`src/rtl/irm_pkg.sv`:
```
package irm_pkg;

  typedef enum logic [1:0] {
    MODE_DIRECT = 2'd0,
    MODE_TIME   = 2'd1,
    MODE_BASE   = 2'd2,
    MODE_FSK    = 2'd3
  } irm_mode_e;

  localparam logic [3:0] A_PRESC = 4'd0;
  localparam logic [3:0] A_CTRL  = 4'd1;
  localparam logic [3:0] A_OUTC  = 4'd2;
  localparam logic [3:0] A_C1H   = 4'd3;
  localparam logic [3:0] A_C1L   = 4'd4;
  localparam logic [3:0] A_C2H   = 4'd5;
  localparam logic [3:0] A_C2L   = 4'd6;
  localparam logic [3:0] A_MKH   = 4'd7;
  localparam logic [3:0] A_MKL   = 4'd8;
  localparam logic [3:0] A_SPH   = 4'd9;
  localparam logic [3:0] A_SPL   = 4'd10;

  // Priority: run clear -> direct; baseband beats frequency shift.
  function automatic irm_mode_e decode_mode(input logic run, input logic base,
                                            input logic fsk);
    if (!run)      return MODE_DIRECT;
    else if (base) return MODE_BASE;
    else if (fsk)  return MODE_FSK;
    else           return MODE_TIME;
  endfunction

  // Secondary divide factor; unlisted codes divide by one.
  function automatic logic [3:0] sdiv_factor(input logic [2:0] code);
    case (code)
      3'd1:    return 4'd2;
      3'd2:    return 4'd4;
      3'd3:    return 4'd8;
      default: return 4'd1;
    endcase
  endfunction

endpackage

```
`src/rtl/irm_clkdiv.sv`:
```
module irm_clkdiv #(
  parameter int PRE_W = 8,
  parameter int SD_W  = 3
) (
  input  logic             clk,
  input  logic             rst_n,
  input  logic             en,
  input  logic [PRE_W-1:0] presc,
  input  logic [SD_W-1:0]  sdiv,
  output logic             tick
);
  import irm_pkg::*;

  logic [PRE_W-1:0] pcnt;
  logic [3:0]       scnt;
  logic [3:0]       factor;
  logic             imd;

  assign factor = sdiv_factor(sdiv[2:0]);
  assign imd    = en && (pcnt == presc);
  assign tick   = imd && (scnt == factor - 4'd1);

  always_ff @(posedge clk or negedge rst_n) begin
    if (!rst_n) begin
      pcnt <= '0;
      scnt <= '0;
    end else if (!en) begin
      pcnt <= '0;
      scnt <= '0;
    end else begin
      pcnt <= imd ? '0 : pcnt + 1'b1;
      if (imd) scnt <= tick ? 4'd0 : scnt + 4'd1;
    end
  end
endmodule

```
`src/rtl/irm_carrier.sv`:
```
module irm_carrier #(
  parameter int HL_W = 8
) (
  input  logic            clk,
  input  logic            rst_n,
  input  logic            hold,
  input  logic            tick,
  input  logic [HL_W-1:0] hi_cnt,
  input  logic [HL_W-1:0] lo_cnt,
  output logic            carrier
);
  logic            phase_hi;
  logic [HL_W-1:0] cnt;
  logic [HL_W:0]   cur_len;
  logic            last;

  function automatic logic [HL_W:0] at_least_one(input logic [HL_W-1:0] v);
    return (v == '0) ? {{HL_W{1'b0}}, 1'b1} : {1'b0, v};
  endfunction

  assign cur_len = phase_hi ? at_least_one(hi_cnt) : at_least_one(lo_cnt);
  assign last    = ({1'b0, cnt} + 1'b1) >= cur_len;
  assign carrier = phase_hi;

  always_ff @(posedge clk or negedge rst_n) begin
    if (!rst_n) begin
      phase_hi <= 1'b1;
      cnt      <= '0;
    end else if (hold) begin
      phase_hi <= 1'b1;
      cnt      <= '0;
    end else if (tick) begin
      if (last) begin
        phase_hi <= ~phase_hi;
        cnt      <= '0;
      end else begin
        cnt <= cnt + 1'b1;
      end
    end
  end
endmodule

```
`src/rtl/irm_envelope.sv`:
```
module irm_envelope #(
  parameter int MS_W = 16
) (
  input  logic            clk,
  input  logic            rst_n,
  input  logic            run,
  input  logic            tick,
  input  logic [MS_W-1:0] mark_in,
  input  logic [MS_W-1:0] space_in,
  output logic            active,
  output logic            in_mark,
  output logic            eoc
);
  typedef enum logic [1:0] {ST_IDLE, ST_MARK, ST_SPACE} env_st_e;

  env_st_e         st;
  logic [MS_W-1:0] mark_q, space_q, cnt;

  assign active  = (st != ST_IDLE);
  assign in_mark = (st == ST_MARK);
  assign eoc     = (st == ST_SPACE) && tick && (cnt == space_q);

  always_ff @(posedge clk or negedge rst_n) begin
    if (!rst_n) begin
      st      <= ST_IDLE;
      cnt     <= '0;
      mark_q  <= '0;
      space_q <= '0;
    end else if (!run) begin
      st  <= ST_IDLE;
      cnt <= '0;
    end else begin
      case (st)
        ST_IDLE: begin
          st      <= ST_MARK;
          cnt     <= '0;
          mark_q  <= mark_in;
          space_q <= space_in;
        end
        ST_MARK: if (tick) begin
          if (cnt == mark_q) begin
            st  <= ST_SPACE;
            cnt <= '0;
          end else cnt <= cnt + 1'b1;
        end
        default: if (tick) begin
          if (eoc) begin
            st      <= ST_MARK;
            cnt     <= '0;
            mark_q  <= mark_in;
            space_q <= space_in;
          end else cnt <= cnt + 1'b1;
        end
      endcase
    end
  end
endmodule

```
`src/rtl/irm_top.sv`:
```
module irm_top #(
  parameter int PRE_W = 8,
  parameter int HL_W  = 8,
  parameter int MS_W  = 16
) (
  input  logic       clk,
  input  logic       rst_n,
  input  logic       wr_en,
  input  logic       rd_en,
  input  logic [3:0] addr,
  input  logic [7:0] wdata,
  output logic [7:0] rdata,
  output logic       ir_out,
  output logic       irq
);
  import irm_pkg::*;

  localparam int MS_BYTES = MS_W / 8;
  localparam int SD_W     = 3;

  logic [PRE_W-1:0] presc_q;
  logic             run_q, base_q, fsk_q, ie_q, flag_q;
  logic [SD_W-1:0]  sdiv_q;
  logic             lvl_q, pol_q, oen_q;
  logic [HL_W-1:0]  c1h_q, c1l_q, c2h_q, c2l_q;
  logic [15:0]      mark_q, space_q;
  logic             fsk_sel_q;
  logic             ir_q;

  // Named internal events used by the checker.
  irm_mode_e        mode_w;
  logic             tick_w, eoc_w, env_active_w, in_mark_w, carrier_w;
  logic             ctrl_touch_w;
  logic [HL_W-1:0]  hi_sel_w, lo_sel_w;
  logic             mod_lvl_w;

  assign mode_w       = decode_mode(run_q, base_q, fsk_q);
  assign ctrl_touch_w = (wr_en || rd_en) && (addr == A_CTRL);
  assign hi_sel_w     = fsk_sel_q ? c2h_q : c1h_q;
  assign lo_sel_w     = fsk_sel_q ? c2l_q : c1l_q;

  always_ff @(posedge clk or negedge rst_n) begin
    if (!rst_n) begin
      presc_q <= '0;
      run_q <= 1'b0; base_q <= 1'b0; fsk_q <= 1'b0; ie_q <= 1'b0;
      sdiv_q <= '0;
      lvl_q <= 1'b0; pol_q <= 1'b0; oen_q <= 1'b1;
      c1h_q <= '0; c1l_q <= '0; c2h_q <= '0; c2l_q <= '0;
      mark_q <= '0; space_q <= '0;
    end else if (wr_en) begin
      case (addr)
        A_PRESC: presc_q <= wdata[PRE_W-1:0];
        A_CTRL: begin
          run_q  <= wdata[0];
          base_q <= wdata[1];
          fsk_q  <= wdata[2];
          ie_q   <= wdata[3];
          sdiv_q <= wdata[6:4];
        end
        A_OUTC: begin
          lvl_q <= wdata[0];
          pol_q <= wdata[1];
          oen_q <= wdata[2];
        end
        A_C1H: c1h_q <= wdata[HL_W-1:0];
        A_C1L: c1l_q <= wdata[HL_W-1:0];
        A_C2H: c2h_q <= wdata[HL_W-1:0];
        A_C2L: c2l_q <= wdata[HL_W-1:0];
        A_MKH: mark_q[15:8]  <= wdata;
        A_MKL: mark_q[7:0]   <= wdata;
        A_SPH: space_q[15:8] <= wdata;
        A_SPL: space_q[7:0]  <= wdata;
        default: ;
      endcase
    end
  end

  // Flag: set by end of cycle (wins), cleared by any control access.
  always_ff @(posedge clk or negedge rst_n) begin
    if (!rst_n)            flag_q <= 1'b0;
    else if (eoc_w)        flag_q <= 1'b1;
    else if (ctrl_touch_w) flag_q <= 1'b0;
  end

  always_ff @(posedge clk or negedge rst_n) begin
    if (!rst_n)                           fsk_sel_q <= 1'b0;
    else if (!env_active_w)               fsk_sel_q <= 1'b0;
    else if (eoc_w && mode_w == MODE_FSK) fsk_sel_q <= ~fsk_sel_q;
  end

  irm_clkdiv #(.PRE_W(PRE_W), .SD_W(SD_W)) u_div (
    .clk(clk), .rst_n(rst_n), .en(env_active_w),
    .presc(presc_q), .sdiv(sdiv_q), .tick(tick_w)
  );

  irm_envelope #(.MS_W(MS_W)) u_env (
    .clk(clk), .rst_n(rst_n), .run(run_q), .tick(tick_w),
    .mark_in(mark_q[MS_W-1:0]), .space_in(space_q[MS_W-1:0]),
    .active(env_active_w), .in_mark(in_mark_w), .eoc(eoc_w)
  );

  irm_carrier #(.HL_W(HL_W)) u_car (
    .clk(clk), .rst_n(rst_n), .hold(!in_mark_w), .tick(tick_w),
    .hi_cnt(hi_sel_w), .lo_cnt(lo_sel_w), .carrier(carrier_w)
  );

  always_comb begin
    case (mode_w)
      MODE_DIRECT: mod_lvl_w = lvl_q;
      MODE_BASE:   mod_lvl_w = in_mark_w;
      default:     mod_lvl_w = in_mark_w & carrier_w;
    endcase
  end

  always_ff @(posedge clk or negedge rst_n) begin
    if (!rst_n) ir_q <= 1'b0;
    else        ir_q <= (oen_q & mod_lvl_w) ^ pol_q;
  end

  always_comb begin
    case (addr)
      A_PRESC: rdata = 8'(presc_q);
      A_CTRL:  rdata = {flag_q, sdiv_q, ie_q, fsk_q, base_q, run_q};
      A_OUTC:  rdata = {5'd0, oen_q, pol_q, lvl_q};
      A_C1H:   rdata = 8'(c1h_q);
      A_C1L:   rdata = 8'(c1l_q);
      A_C2H:   rdata = 8'(c2h_q);
      A_C2L:   rdata = 8'(c2l_q);
      A_MKH:   rdata = mark_q[15:8];
      A_MKL:   rdata = mark_q[7:0];
      A_SPH:   rdata = space_q[15:8];
      A_SPL:   rdata = space_q[7:0];
      default: rdata = 8'd0;
    endcase
  end

  assign ir_out = ir_q;
  assign irq    = flag_q & ie_q;

  if (MS_BYTES < 1) begin : g_bad_width
    initial $display("irm_top: MS_W must be at least 8");
  end
endmodule

```
`config.mk`:
```
export PLATFORM = sky130hd
export DESIGN_NAME = irm_top
export DESIGN_NICKNAME = d
export VERILOG_FILES = /design/src/rtl/irm_pkg.sv /design/src/rtl/irm_clkdiv.sv /design/src/rtl/irm_carrier.sv /design/src/rtl/irm_envelope.sv /design/src/rtl/irm_top.sv
export SDC_FILE = /design/constraint.sdc
export NUM_CORES = 1
export LEC_CHECK = 0
export CAP_MARGIN = 20
export CORE_ASPECT_RATIO = 1.2
export CORE_MARGIN = 2
export CORE_UTILIZATION = 50
export CTS_CLUSTER_DIAMETER = 40
export DETAILED_ROUTE_END_ITERATION = 10
export HOLD_SLACK_MARGIN = 0.1
export PLACE_DENSITY = 0.75
export SYNTH_ARGS = -nofsm -noshare
export SYNTH_HDL_FRONTEND = slang
export SYNTH_HIERARCHICAL = 1
export SYNTH_SLANG_ARGS = --single-unit
```
`constraint.sdc`:
```
create_clock -name clk -period 3.7 [get_ports clk]
set_clock_uncertainty 0.1 [all_clocks]
set_input_delay 0.74 -clock clk [delete_from_list [all_inputs] [get_ports clk]]
set_output_delay 0.74 -clock clk [all_outputs]
set_load 0.01 [all_outputs]
```
==> summary.txt <==
Clock network
  • CTS buffer count: 17
  • Clock transition at path regs: 0.06 ns
  • Root buffer cell: clkbuf_16
  • Post-CTS Setup Repair Bufs: 0
  • CTS Buffer Depth: 2
  • Clk sinks: 156
  • CTS tree: yes
  • H-tree levels: 4
  • Clk Latency, worst-skew pair: 0.44 ns

Final layout
  • Layout area overhead: 13.0%
  • Commonest non-fill, non-tap cells in the layout: 154 x dfrtp_1, 110 x mux2_2, 40 x nand2_1, 34 x buf_4, 30 x mux2_4
  • Core Util, Final: 0.578
  • Layout cells sized above 1: 0.338
  • Fillers: 1,370
  • Final net count: 820
  • Non-filler cells in the finished layout: 1,025
  • Diodes inserted: 0
  • Most common cell after layout, fill and taps aside: dfrtp_1

Global route
  • Gr ovfl total: 0
  • Vias in the first global route: 6,376
  • Global-route wire length before repair: between 30,000 and 40,000 microns
  • Pin count of the biggest net entering global routing: a little under 70
  • GR Util All Layers: 0.243
  • Initial antenna violation count: 0

Worst setup path
  • CP required: 2.86 ns
  • CP max FO: 11
  • Crit path capture type: output pin
  • Arrival @ worst endpoint: 2.69 ns
  • Critical path cell sequence: dlygate4sd2_1, buf_4, nor2b_1, a22oi_1, o311ai_1, buf_4, clkdlybuf4s50_1
  • CP most frequent cell: buf_4
  • Crit-path slowest cell: clkdlybuf4s50_1
  • WS Path Type: in2out
  • Startpoint types: primary input
  • Slowest cell delay on critical path: 0.54 ns

Yosys
  • Synth Flop Type: dfrtp_1
  • Avg Cell Area, Syn: 11.9 sq um
  • Area leader, netlist: dfrtp_1
  • Syn nets: 783
  • Ys async rst share: 1.00
  • Cell count after synthesis: between 700 and 800
  • Synth Register Bits: 156
  • YS warnings: 6
  • Top-area cell type share of the netlist area: 0.428
  • Top cells by area, synth: dfrtp_1 43%, mux2_2 14%, mux2_4 5.0%
  • Number of synthesized flops with an enable pin: 0
  • Mapped Area: 9000 sq um
  • Post-synthesis cell type count: 89
  • Seq/Total Area, Yosys: 0.434

Pwr
  • Share of total power in the clock network: 0.294
  • Comb pwr share: 0.271
  • PwrDens: 569 nW/um^2
  • Largest vdd supply drop: roughly 340 uV
  • Switching part of the total: 0.320
  • Sequential share of power: 0.435
  • Switching pwr: about 1.9 mW
  • P_leak: 4.58 nW
  • Internal power: 3.93 mW

STA
  • Final hold slack: 0.216 ns
  • Slew headroom: 0.512
  • Fin crit share: 0.955
  • Max Freq: 0.283 GHz
  • Slew Limit Fails: 0
  • Worst-Margin Slew: ~0.73 ns
  • RSZ-0062 raised after global routing: false
  • Finish-stage setup viols: 0
  • Setup_tns: 0 ns
  • Min cycle time layout: 3.53 ns
  • Final hold vios: 0

Placed design
  • Routability congestion estimate: 0.954
  • Cells after DPL: 992
  • Port Buffer Count: 25
  • Detailed Place HPWL: roughly 16,000 microns

Die
  • Core area: 17,600 sq um
  • Die height: 151 microns
  • I/O pin count: 26
  • Die width: ~130 microns
  • Full die area: 19,100 sq um
  • Initial core utilization: 0.512
  • # rows: 53

Route
  • Vias: 6,228
  • Final antenna-violating net count: 0
  • DRT Pass-1 Iters: 5
  • Vias per cell: 6.08
  • Post-DR wirelength/cell: around 22 microns
  • Post-Route WL: 22,200 microns
  • # DRC: 0
  • Initial DRC count: approximately 530

Hold path
  • Worst hold path type: in2async

Run
  • Max-cap violation count: 0

Status
  • Status: complete, no violations
==> logic make-up after synthesis <==
kind of cell	count (synthesis)	share of synthesized area
simple gates	207	0.149
mux	158	0.209
flops	156	0.434
compound gates	112	0.101
buf+inv	56	0.0374
xor+xnor	54	0.0526
fa+ha+maj	12	0.0167
==> area by class of cell <==
class	count	area, sq um	share of cell area
Multi-Input combinational cell	543	4770	0.469
Sequential cell	156	3910	0.384
Timing Repair Buffer	64	604	0.0595
Clock buffer	18	439	0.0432
Tap cell	220	275	0.0271
Clock inverter	14	131	0.0129
Inverter	10	37.5	0.00369
==> synth_stat cells (all sizes together), types with 4 or more instances <==
master / instances
nand2: 42
nor2: 38
a22oi: 8
o21ai: 15
nand3: 28
mux2: 140
o211ai: 6
clkbuf: 7
xnor2: 26
o2bb2ai: 5
a22o: 6
inv: 10
a211o: 7
nor3: 10
nand2b: 10
nand4: 10
mux2i: 17
a211oi: 6
a221oi: 4
dfrtp: 154
ha: 12
a21oi: 20
and3: 9
buf: 39
or2: 4
a221o: 5
and2: 11
nor4: 13
xor2: 28
nor2b: 13
==> per-stage QoR <==
stage                     instance area (sq um)  setup WS, ns  total power [mW]
final                                     10200         0.167              5.79
after global routing                      10200        0.0680              6.06
after CTS                                 10100        0.0168              5.81
after detailed placement                   9560        -0.223              4.09
after global placement                     9560        -0.185              4.02
after floorplan                            9000         0.275              3.60
==> final timing paths <==
check	end	startpoint	slack, ns	depth (start not counted)
max	rdata[6]	addr[0]	0.17	7
min	u_env/cnt[7]	rst_n	0.22	1
max reg2reg	u_car/cnt[2]	fsk_sel_q	0.39	11
min reg2reg	ir_out	pol_q	0.42	1
max in group asynchronous	u_env/cnt[14]	rst_n	2.45	2
min in group clk	ir_out	pol_q	0.42	1
==> sequential cells by signal (all words and copies together), names as in the netlist, 2 cells and up <==
signal and flops:
presc_q 8, u_div/scnt 4, c1h_q 8, mark_q 16, u_car/cnt 8, u_env/cnt 16
c2h_q 8, c1l_q 8, c2l_q 8, sdiv_q 3, u_env/mark_q 16, space_q 16
u_env/space_q 16, u_div/pcnt 8, u_env/st 2
==> repair_timing <==
item | 4_1_cts | 5_1_grt
gates resized for setup | 4 | 4
gates cloned | 0 | 1
hold buffers | 0 | 0
endpoints found under the setup margin | 8 | 3
==> power by group through the flow <==
stage / Clock, mW / Sequential (mW) / Combinational, mW
after CTS: 1.73 / 2.51 / 1.57
after floorplan: 0 / 2.38 / 1.22
after global routing: 1.80 / 2.56 / 1.69
after detailed placement: 0 / 2.53 / 1.56
after global placement: 0 / 2.52 / 1.50
final: 1.70 / 2.52 / 1.57
==> critical path: cells and delay by family <==
family | cells | cell delay (ns)
buffers and inverters | 4 | 1.28
and+or+nand+nor | 1 | 0.24
AOI/OAI and AO/OA | 2 | 0.43
==> metal layers <==
layer  GRT usage  vias to the layer above  wire length, microns
met5           0                        -                     0
met4       0.111                        0                   751
met3      0.0466                       52                   947
met2       0.419                      199                 11400
met1       0.297                     3131                  9080
li1            -                     2846                     -
(Power assumes the default switching activity.)
